===== src/rtl/pgc_pkg.sv =====
package pgc_pkg;
  typedef enum logic [1:0] {
    DRV_OFF = 2'b00,
    DRV_TOP = 2'b01,
    DRV_BOT = 2'b10
  } drive_e;
endpackage


===== src/rtl/min_width_filter.sv =====
module min_width_filter #(
  parameter int CODE_W = 7
) (
  input  logic              clk,
  input  logic              rst_n,
  input  logic              tick_en,
  input  logic              din,
  input  logic [CODE_W-1:0] code,
  output logic              dout
);
  localparam int MAXLEN = 1 << CODE_W;
  localparam int CW     = $clog2(MAXLEN) + 1;

  logic          lvl_q, lvl_d;
  logic [CW-1:0] run_q, run_d;
  logic [CW-1:0] need;
  logic [CW-1:0] run_inc;

  // inverted code: all ones is the shortest length
  assign need    = CW'(MAXLEN) - {{(CW-CODE_W){1'b0}}, code};
  assign run_inc = (run_q == CW'(MAXLEN)) ? run_q : run_q + CW'(1);

  always_comb begin
    lvl_d = lvl_q;
    run_d = run_q;
    if (din == lvl_q) begin
      run_d = '0;
    end else if (tick_en) begin
      if (run_inc >= need) begin
        lvl_d = din;
        run_d = '0;
      end else begin
        run_d = run_inc;
      end
    end
  end

  always_ff @(posedge clk or negedge rst_n) begin
    if (!rst_n) begin
      lvl_q <= 1'b0;
      run_q <= '0;
    end else begin
      lvl_q <= lvl_d;
      run_q <= run_d;
    end
  end

  assign dout = lvl_q;
endmodule


===== src/rtl/underlap_split.sv =====
module underlap_split
  import pgc_pkg::*;
#(
  parameter int CODE_W = 6
) (
  input  logic              clk,
  input  logic              rst_n,
  input  logic              tick_en,
  input  logic              din,
  input  logic [CODE_W-1:0] code,
  output drive_e            state
);
  localparam int MAXLEN = 1 << CODE_W;
  localparam int CW     = $clog2(MAXLEN) + 1;

  logic          lvl_q, lvl_d;
  logic [CW-1:0] cnt_q, cnt_d;
  logic [CW-1:0] need;
  logic          settled;

  assign need = CW'(MAXLEN) - {{(CW-CODE_W){1'b0}}, code};

  always_comb begin
    lvl_d = lvl_q;
    cnt_d = cnt_q;
    if (din != lvl_q) begin
      lvl_d = din;
      cnt_d = tick_en ? CW'(1) : '0;
    end else if (tick_en && (cnt_q != CW'(MAXLEN))) begin
      cnt_d = cnt_q + CW'(1);
    end
  end

  always_ff @(posedge clk or negedge rst_n) begin
    if (!rst_n) begin
      lvl_q <= 1'b0;
      cnt_q <= '0;
    end else begin
      lvl_q <= lvl_d;
      cnt_q <= cnt_d;
    end
  end

  // a fresh input change drops both drives in the same cycle
  assign settled = (din == lvl_q) && (cnt_q >= need);

  always_comb begin
    if (!settled)   state = DRV_OFF;
    else if (lvl_q) state = DRV_TOP;
    else            state = DRV_BOT;
  end
endmodule


===== src/rtl/drive_gate.sv =====
module drive_gate
  import pgc_pkg::*;
(
  input  drive_e state,
  input  logic   inh_n,
  input  logic   force_off,
  output logic   drv_hi,
  output logic   drv_lo
);
  logic pass;

  assign pass   = inh_n && !force_off;
  assign drv_hi = pass && (state == DRV_TOP);
  assign drv_lo = pass && (state == DRV_BOT);
endmodule


===== src/rtl/phase_gate_conditioner.sv =====
module phase_gate_conditioner
  import pgc_pkg::*;
#(
  parameter int DEL_W = 7,
  parameter int DLY_W = 6
) (
  input  logic             clk,
  input  logic             rst_n,
  input  logic             tick_en,
  input  logic             pwm_raw,
  input  logic [DEL_W-1:0] del_code,
  input  logic [DLY_W-1:0] dly_code,
  input  logic             inh_n,
  input  logic             force_off,
  output logic             drv_hi,
  output logic             drv_lo
);
  logic   filt_lvl;
  drive_e leg_state;

  min_width_filter #(.CODE_W(DEL_W)) u_filt (
    .clk     (clk),
    .rst_n   (rst_n),
    .tick_en (tick_en),
    .din     (pwm_raw),
    .code    (del_code),
    .dout    (filt_lvl)
  );

  underlap_split #(.CODE_W(DLY_W)) u_split (
    .clk     (clk),
    .rst_n   (rst_n),
    .tick_en (tick_en),
    .din     (filt_lvl),
    .code    (dly_code),
    .state   (leg_state)
  );

  drive_gate u_gate (
    .state     (leg_state),
    .inh_n     (inh_n),
    .force_off (force_off),
    .drv_hi    (drv_hi),
    .drv_lo    (drv_lo)
  );
endmodule


===== config.mk =====
export PLATFORM = sky130hd
export DESIGN_NAME = phase_gate_conditioner
export DESIGN_NICKNAME = d
export VERILOG_FILES = /design/src/rtl/pgc_pkg.sv /design/src/rtl/min_width_filter.sv /design/src/rtl/underlap_split.sv /design/src/rtl/drive_gate.sv /design/src/rtl/phase_gate_conditioner.sv
export SDC_FILE = /design/constraint.sdc
export NUM_CORES = 1
export LEC_CHECK = 0
export CAP_MARGIN = 30
export CORE_UTILIZATION = 55
export DETAILED_ROUTE_END_ITERATION = 10
export PLACE_DENSITY = 0.8
export SLEW_MARGIN = 20
export SYNTH_ARGS = -nofsm -noshare
export SYNTH_HDL_FRONTEND = slang
export SYNTH_HIERARCHICAL = 1
export SYNTH_SLANG_ARGS = --single-unit

===== constraint.sdc =====
create_clock -name clk -period 9 [get_ports clk]
set_clock_uncertainty 0.15 [all_clocks]
set_input_delay 1.8 -clock clk [delete_from_list [all_inputs] [get_ports clk]]
set_output_delay 1.8 -clock clk [all_outputs]
set_load 0.05 [all_outputs]

==> metrics, run 1 <==
detailed-route via count=1,344; FP Rows=19; critical path launch point=dly_code[2]; total power=297 µW; critical path endpoint category=primary output; port bufs=20; worst endpoint data arrival time=4.66 ns; post-route non-filler standard cell count=228; placed insts=~220; Die W=56.0 µm; layout cell share with drive strength beyond 1=between 8 and 9%; Startpoint Class=input pin; CP Class=input pin to primary output; Psw=between 100 and 150 µW; initial antenna violation count=0; number of distinct library cells after synthesis=49; net count after synthesis=216; global-route wire length before repair=5880 µm; # IOs=21; setup bufs post-CTS=0; Root Buffer=clkbuf_4; Logic pwr share=48.7%; maximum root-to-sink buffer count=2; Synth Register Bits=17; clock tree from TritonCTS=done; Slew @ Worst Pin=roughly 0.75 ns; Sequential Power Share=37.6%; min-delay worst type=flop to flop; largest net degree at the start of global routing=18; Initial Util=58.1%; area of the multi-input gates=1110 µm²; VDD IR max=about 0.00015 V; number of remaining DRC errors=0; top_reg_cell synth=dfrtp_1; Inserted Clock Buffers=3; RSZ-0062 raised after global routing=no; Max-cap violations=0; RePlAce Congestion=roughly 0.90; PostCTS Resize Cnt=0; Slew Viols, Final=0; post-synthesis sequential area ratio=26.5%; DR pass1 iterations=4; Sw Ratio=41.9%; Post-CTS Hold Buffers=0; mapped cell area=1600 µm²; Final Hold Slack=0.387 ns; worst reg2reg startpoint=u_filt/run_q[0]$_DFFE_PN0P_; Reg clk slew, reported paths=~0.090 ns; critical path's slowest cell=clkdlybuf4s50_1; Async SR Flop Fraction=100%; CP peak stage delay=0.79 ns; final wirelength=3320 µm; worst-path fanout max=4; fillcell total=219; routed len/inst=14.6 µm; Via density=5.89; DR iter-0 viols=42; fmax=151 MHz; number of flops mapped to enable cells by yosys=0; crit path time final=6.61 ns; Placed Instance Area=between 1500 and 2000 µm²; most frequent cells in the layout=ha_1, clkdlybuf4s50_1, nand2_1; Setup-failing EPs final=0; n_diodes=0; area grow syn2layout=15.3%; commonest non-fill, non-tap cell in the layout=ha_1; Yosys warning count=6; core area=~2800 µm²; grt total ovfl=0; Gate Count Post-Synth=176; design area=1850 µm²; Register Area=between 400 and 500 µm²; pwr dens=161 nW/µm²; Die Area=~3100 µm²; slew margin rel.=49.7%; remaining antenna violation count after routing=0; Die Ht=around 56 µm; Total Nets Final=238; CP Data Required Time=7.05 ns; Int Pwr=roughly 170 µW; share of power burned in the clock network=13.7%; syn_area_per_cell=9.11 µm²; setup TNS=0 ns; status=complete, no violations; Core Util, Final=67.0%; Clk Latency, worst-skew pair=0.30 ns; GRT Resource Usage Total=between 20 and 25%; setup slack, reg-to-reg=5.70 ns; Worst Hold Launch=u_filt/dout$_DFFE_PN0P_; H-tree depth=1; fin worst setup slack=2.39 ns; CP Cell Sequence=clkdlybuf4s50_1, nor3_1, nand3_1, xnor2_1, ha_1, nand2_1, o21ai_0, a21oi_1, nor3_1, and4bb_2, clkdlybuf4s50_1; Final Hold Viols=0; hpwl dp=around 2800 µm; Leak Pwr=0.865 nW; Sink Count=17; Tcrit/Tclk final=73.4%; post-place setup slack=2.43 ns; vias in the first global route=1,321
-- worst max-delay path, delay by kind of cell --
family	cells	cell delay, ns
buffers and inverters	2	1.27
xor gates and xnor gates	1	0.14
and+or+nand+nor	5	0.94
adders and majority gates	1	0.27
AOI/OAI and AO/OA	2	0.23
-- sequential cells by signal, indices dropped and copies added, names as in the netlist --
register,flops
u_filt/dout,1
u_filt/run_q,8
u_split/lvl_q,1
u_split/cnt_q,7
-- worst paths after layout --
path                                           endpoint  cells past startpoint
max reg2reg                     u_filt/dout$_DFFE_PN0P_                     11
max                                              drv_lo                     11
max in group asynchronous  u_split/cnt_q[0]$_DFFE_PN0P_                      1
min reg2reg                   u_split/lvl_q$_DFFE_PN0N_                      0
min                           u_split/lvl_q$_DFFE_PN0N_                      0
min in group asynchronous     u_split/lvl_q$_DFFE_PN0N_                      1
-- metal layers --
metal / routed length (µm) / track usage, %
met1: 1490 / 31.4
met4: 51 / 8.01
met2: 1630 / 38.9
met3: 151 / 6.05
met5: 0 / 0
-- logic make-up after synthesis --
group	after synthesis	synth area share, %
adders and majority gates	21	16.4
and+or+nand+nor	71	25.8
buffers and inverters	16	4.29
xor gates and xnor gates	20	10.9
muxes	4	2.81
DFF	17	26.5
AOI/OAI and AO/OA	27	13.2
-- synthesized netlist by cell type (2+ instances only) --
cell,n,area (µm²)
ha_1,21,263
nand2_1,19,71.3
dfrtp_1,17,425
inv_1,13,48.8
nor2_1,13,48.8
xor2_1,12,105
xnor2_1,8,70.1
nand3_1,6,30.0
a21oi_1,5,25.0
a31oi_1,5,31.3
nor3_1,5,25.0
nor2b_1,4,25.0
a32o_1,3,30.0
and3_1,3,18.8
mux2i_1,3,30.0
and2_1,2,12.5
nand2b_1,2,12.5
nand3b_1,2,15.0
nand4_1,2,12.5
o21ai_0,2,10.0
-- final cells by class --
cell class	count	area share [%]
Multi-Input combinational cell	143	60.0
Sequential cell	17	23.0
Timing Repair Buffer	20	10.8
Inverter	13	2.64
Tap cell	31	2.10
Clock buffer	4	1.42
-- power groups by stage --
stage	registers, mW	clock network, mW	logic (mW)
after floorplan	0.107	0	0.107
after global placement	0.111	0	0.132
after detailed placement	0.113	0	0.145
after CTS	0.112	0.0430	0.146
after global routing	0.115	0.0462	0.164
final	0.112	0.0408	0.145
Note: power is estimated with default switching activity, not from simulation.
==> run 2, diff against run 1 <==
--- a/config.mk
+++ b/config.mk
@@ -6,9 +6,9 @@
 export NUM_CORES = 1
 export LEC_CHECK = 0
 export CAP_MARGIN = 30
-export CORE_UTILIZATION = 55
+export CORE_UTILIZATION = 50
 export DETAILED_ROUTE_END_ITERATION = 10
-export PLACE_DENSITY = 0.8
+export PLACE_DENSITY = 0.76
 export SLEW_MARGIN = 20
 export SYNTH_ARGS = -nofsm -noshare
 export SYNTH_HDL_FRONTEND = slang
==> constraint.sdc (replaced) <==
create_clock -name clk -period 6 [get_ports clk]
set_clock_uncertainty 0.15 [all_clocks]
set_input_delay 1.2 -clock clk [delete_from_list [all_inputs] [get_ports clk]]
set_output_delay 1.2 -clock clk [all_outputs]
set_load 0.05 [all_outputs]
==> run 2 against run 1 <==
- non-clock buffer count is the same
- core utilization shrank 5.9 points
- sequential cell count is the same
- critical path depth grew 1
- sequential share of layout area shrank 0.22 points
- clock power grew 51%
- critical path type unchanged
==> metrics, run 2 (synthesis gave the netlist of run 1 again) <==
Final Hold Slack=0.382 ns; remaining antenna violation count after routing=0; commonest non-fill, non-tap cell in the layout=ha_1; Clk Latency, worst-skew pair=0.29 ns; CP Class=input pin to primary output; Via density=roughly 5.4; area grow syn2layout=16.4%; pwr dens=236 nW/µm²; worst endpoint data arrival time=4.04 ns; Final Hold Viols=0; Largest Register=u_filt/run_q; n_diodes=0; initial antenna violation count=0; Total Nets Final=238; DR iter-0 viols=51; design area=1870 µm²; Root Buffer=clkbuf_4; VDD IR max=approximately 0.00018 V; Die Ht=58.6 µm; Die W=58.6 µm; port bufs=20; global-route wire length before repair=~5300 µm; vias in the first global route=1,273; Placed Instance Area=1840 µm²; clock tree from TritonCTS=done; Inserted Clock Buffers=3; largest net degree at the start of global routing=18; Leak Pwr=0.868 nW; crit path time final=5.39 ns; final wirelength=~3200 µm; slew margin rel.=46.8%; FP Rows=20; Tcrit/Tclk final=89.8%; crit-path leading delay family=buffers and inverters; GRT Resource Usage Total=20.8%; grt total ovfl=0; status=complete, no violations; critical path's slowest cell=clkdlybuf4s50_1; RePlAce Congestion=0.843; routed len/inst=approximately 13 µm; hpwl dp=2590 µm; CP Data Required Time=approximately 4.7 ns; Sink Count=17; Slew Viols, Final=0; layout cell share with drive strength beyond 1=9.14%; core area=3050 µm²; Slew @ Worst Pin=around 0.80 ns; PostCTS Resize Cnt=0; Initial Util=between 50 and 60%; fmax=approximately 190 MHz; worst-path fanout max=3; Max-cap violations=0; CP Cell Sequence=clkdlybuf4s50_1, inv_1, ha_1, nand2_1, xnor2_1, ha_1, a21oi_1, o21ai_0, a21oi_1, nor2_1, and4bb_2, clkdlybuf4s50_1; setup TNS=0 ns; min-delay worst type=flop to flop; setup bufs post-CTS=0; number of remaining DRC errors=0; maximum root-to-sink buffer count=2; critical path endpoint category=primary output; DR pass1 iterations=4; most frequent cells in the layout=ha_1, clkdlybuf4s50_1, nand2_1; detailed-route via count=between 1,000 and 1,500; Largest regs=u_filt/run_q (8), u_split/cnt_q (7); max reg flops=8; CP peak stage delay=between 0.7 and 0.8 ns; # IOs=21; Reg clk slew, reported paths=0.10 ns; worst path bufs/invs=3; Startpoint Class=input pin; RSZ-0062 raised after global routing=no; Post-CTS Hold Buffers=0; H-tree depth=1; Die Area=roughly 3400 µm²; Setup-failing EPs final=0
==> run 2: area by class of cell <==
cell class | count | area, µm²
Inverter | 13 | 48.8
Tap cell | 44 | 55.1
Timing Repair Buffer | 20 | 200
Multi-Input combinational cell | 143 | 1110
Fill cell | 275 | 1190
Clock buffer | 3 | 22.5
Sequential cell | 17 | 425
Clock inverter | 1 | 5.00
==> run 2: routing by layer <==
metal / GRT usage (%) / part of all wire, %
met5: 0 / 0
met3: 5.27 / 3.4
met2: 40.9 / 54
met1: 22.0 / 42
met4: 4.76 / 0.59
==> run 2: worst reg2reg max path, delay by kind of cell (launching register included) <==
family	cells	cell delay, ns
AOI/OAI and AO/OA	3	0.82
and+or+nand+nor	4	0.81
adders and majority gates	2	0.49
DFF	1	0.41
muxes	1	0.32
buffers and inverters	1	0.13
==> run 2: stage by stage <==
stage	util [%]	cells	total power, mW	setup slack [ns]
6_report	61.1	241	0.440	0.612
5_1_grt	61.1	241	0.484	0.464
4_1_cts	61.1	241	0.443	0.595
3_5_place_dp	60.2	237	0.381	0.607
3_3_place_gp	60.2	237	0.367	0.648
2_1_floorplan	-	176	0.321	1.77
==> run 2: final timing paths <==
path | from | endpoint | slack, ns | cells past startpoint
worst max-delay path | dly_code[0] | drv_lo | 0.61 | 12
worst min-delay path | u_filt/dout$_DFFE_PN0P_ | u_split/lvl_q$_DFFE_PN0N_ | 0.38 | 0
worst max register to register | u_filt/run_q[0]$_DFFE_PN0P_ | u_filt/dout$_DFFE_PN0P_ | 2.75 | 11
worst min register to register | u_filt/dout$_DFFE_PN0P_ | u_split/lvl_q$_DFFE_PN0N_ | 0.38 | 0
max in group asynchronous | rst_n | u_split/lvl_q$_DFFE_PN0N_ | 3.99 | 1
min in group asynchronous | rst_n | u_filt/run_q[4]$_DFFE_PN0P_ | 1.21 | 1
==> run 2: report_power, final <==
group	total [mW]	internal (mW)	switching [mW]
combinational	0.210	0.0949	0.115
sequential	0.168	0.137	0.0303
clock	0.0615	0.0248	0.0367
total	0.440	0.257	0.183
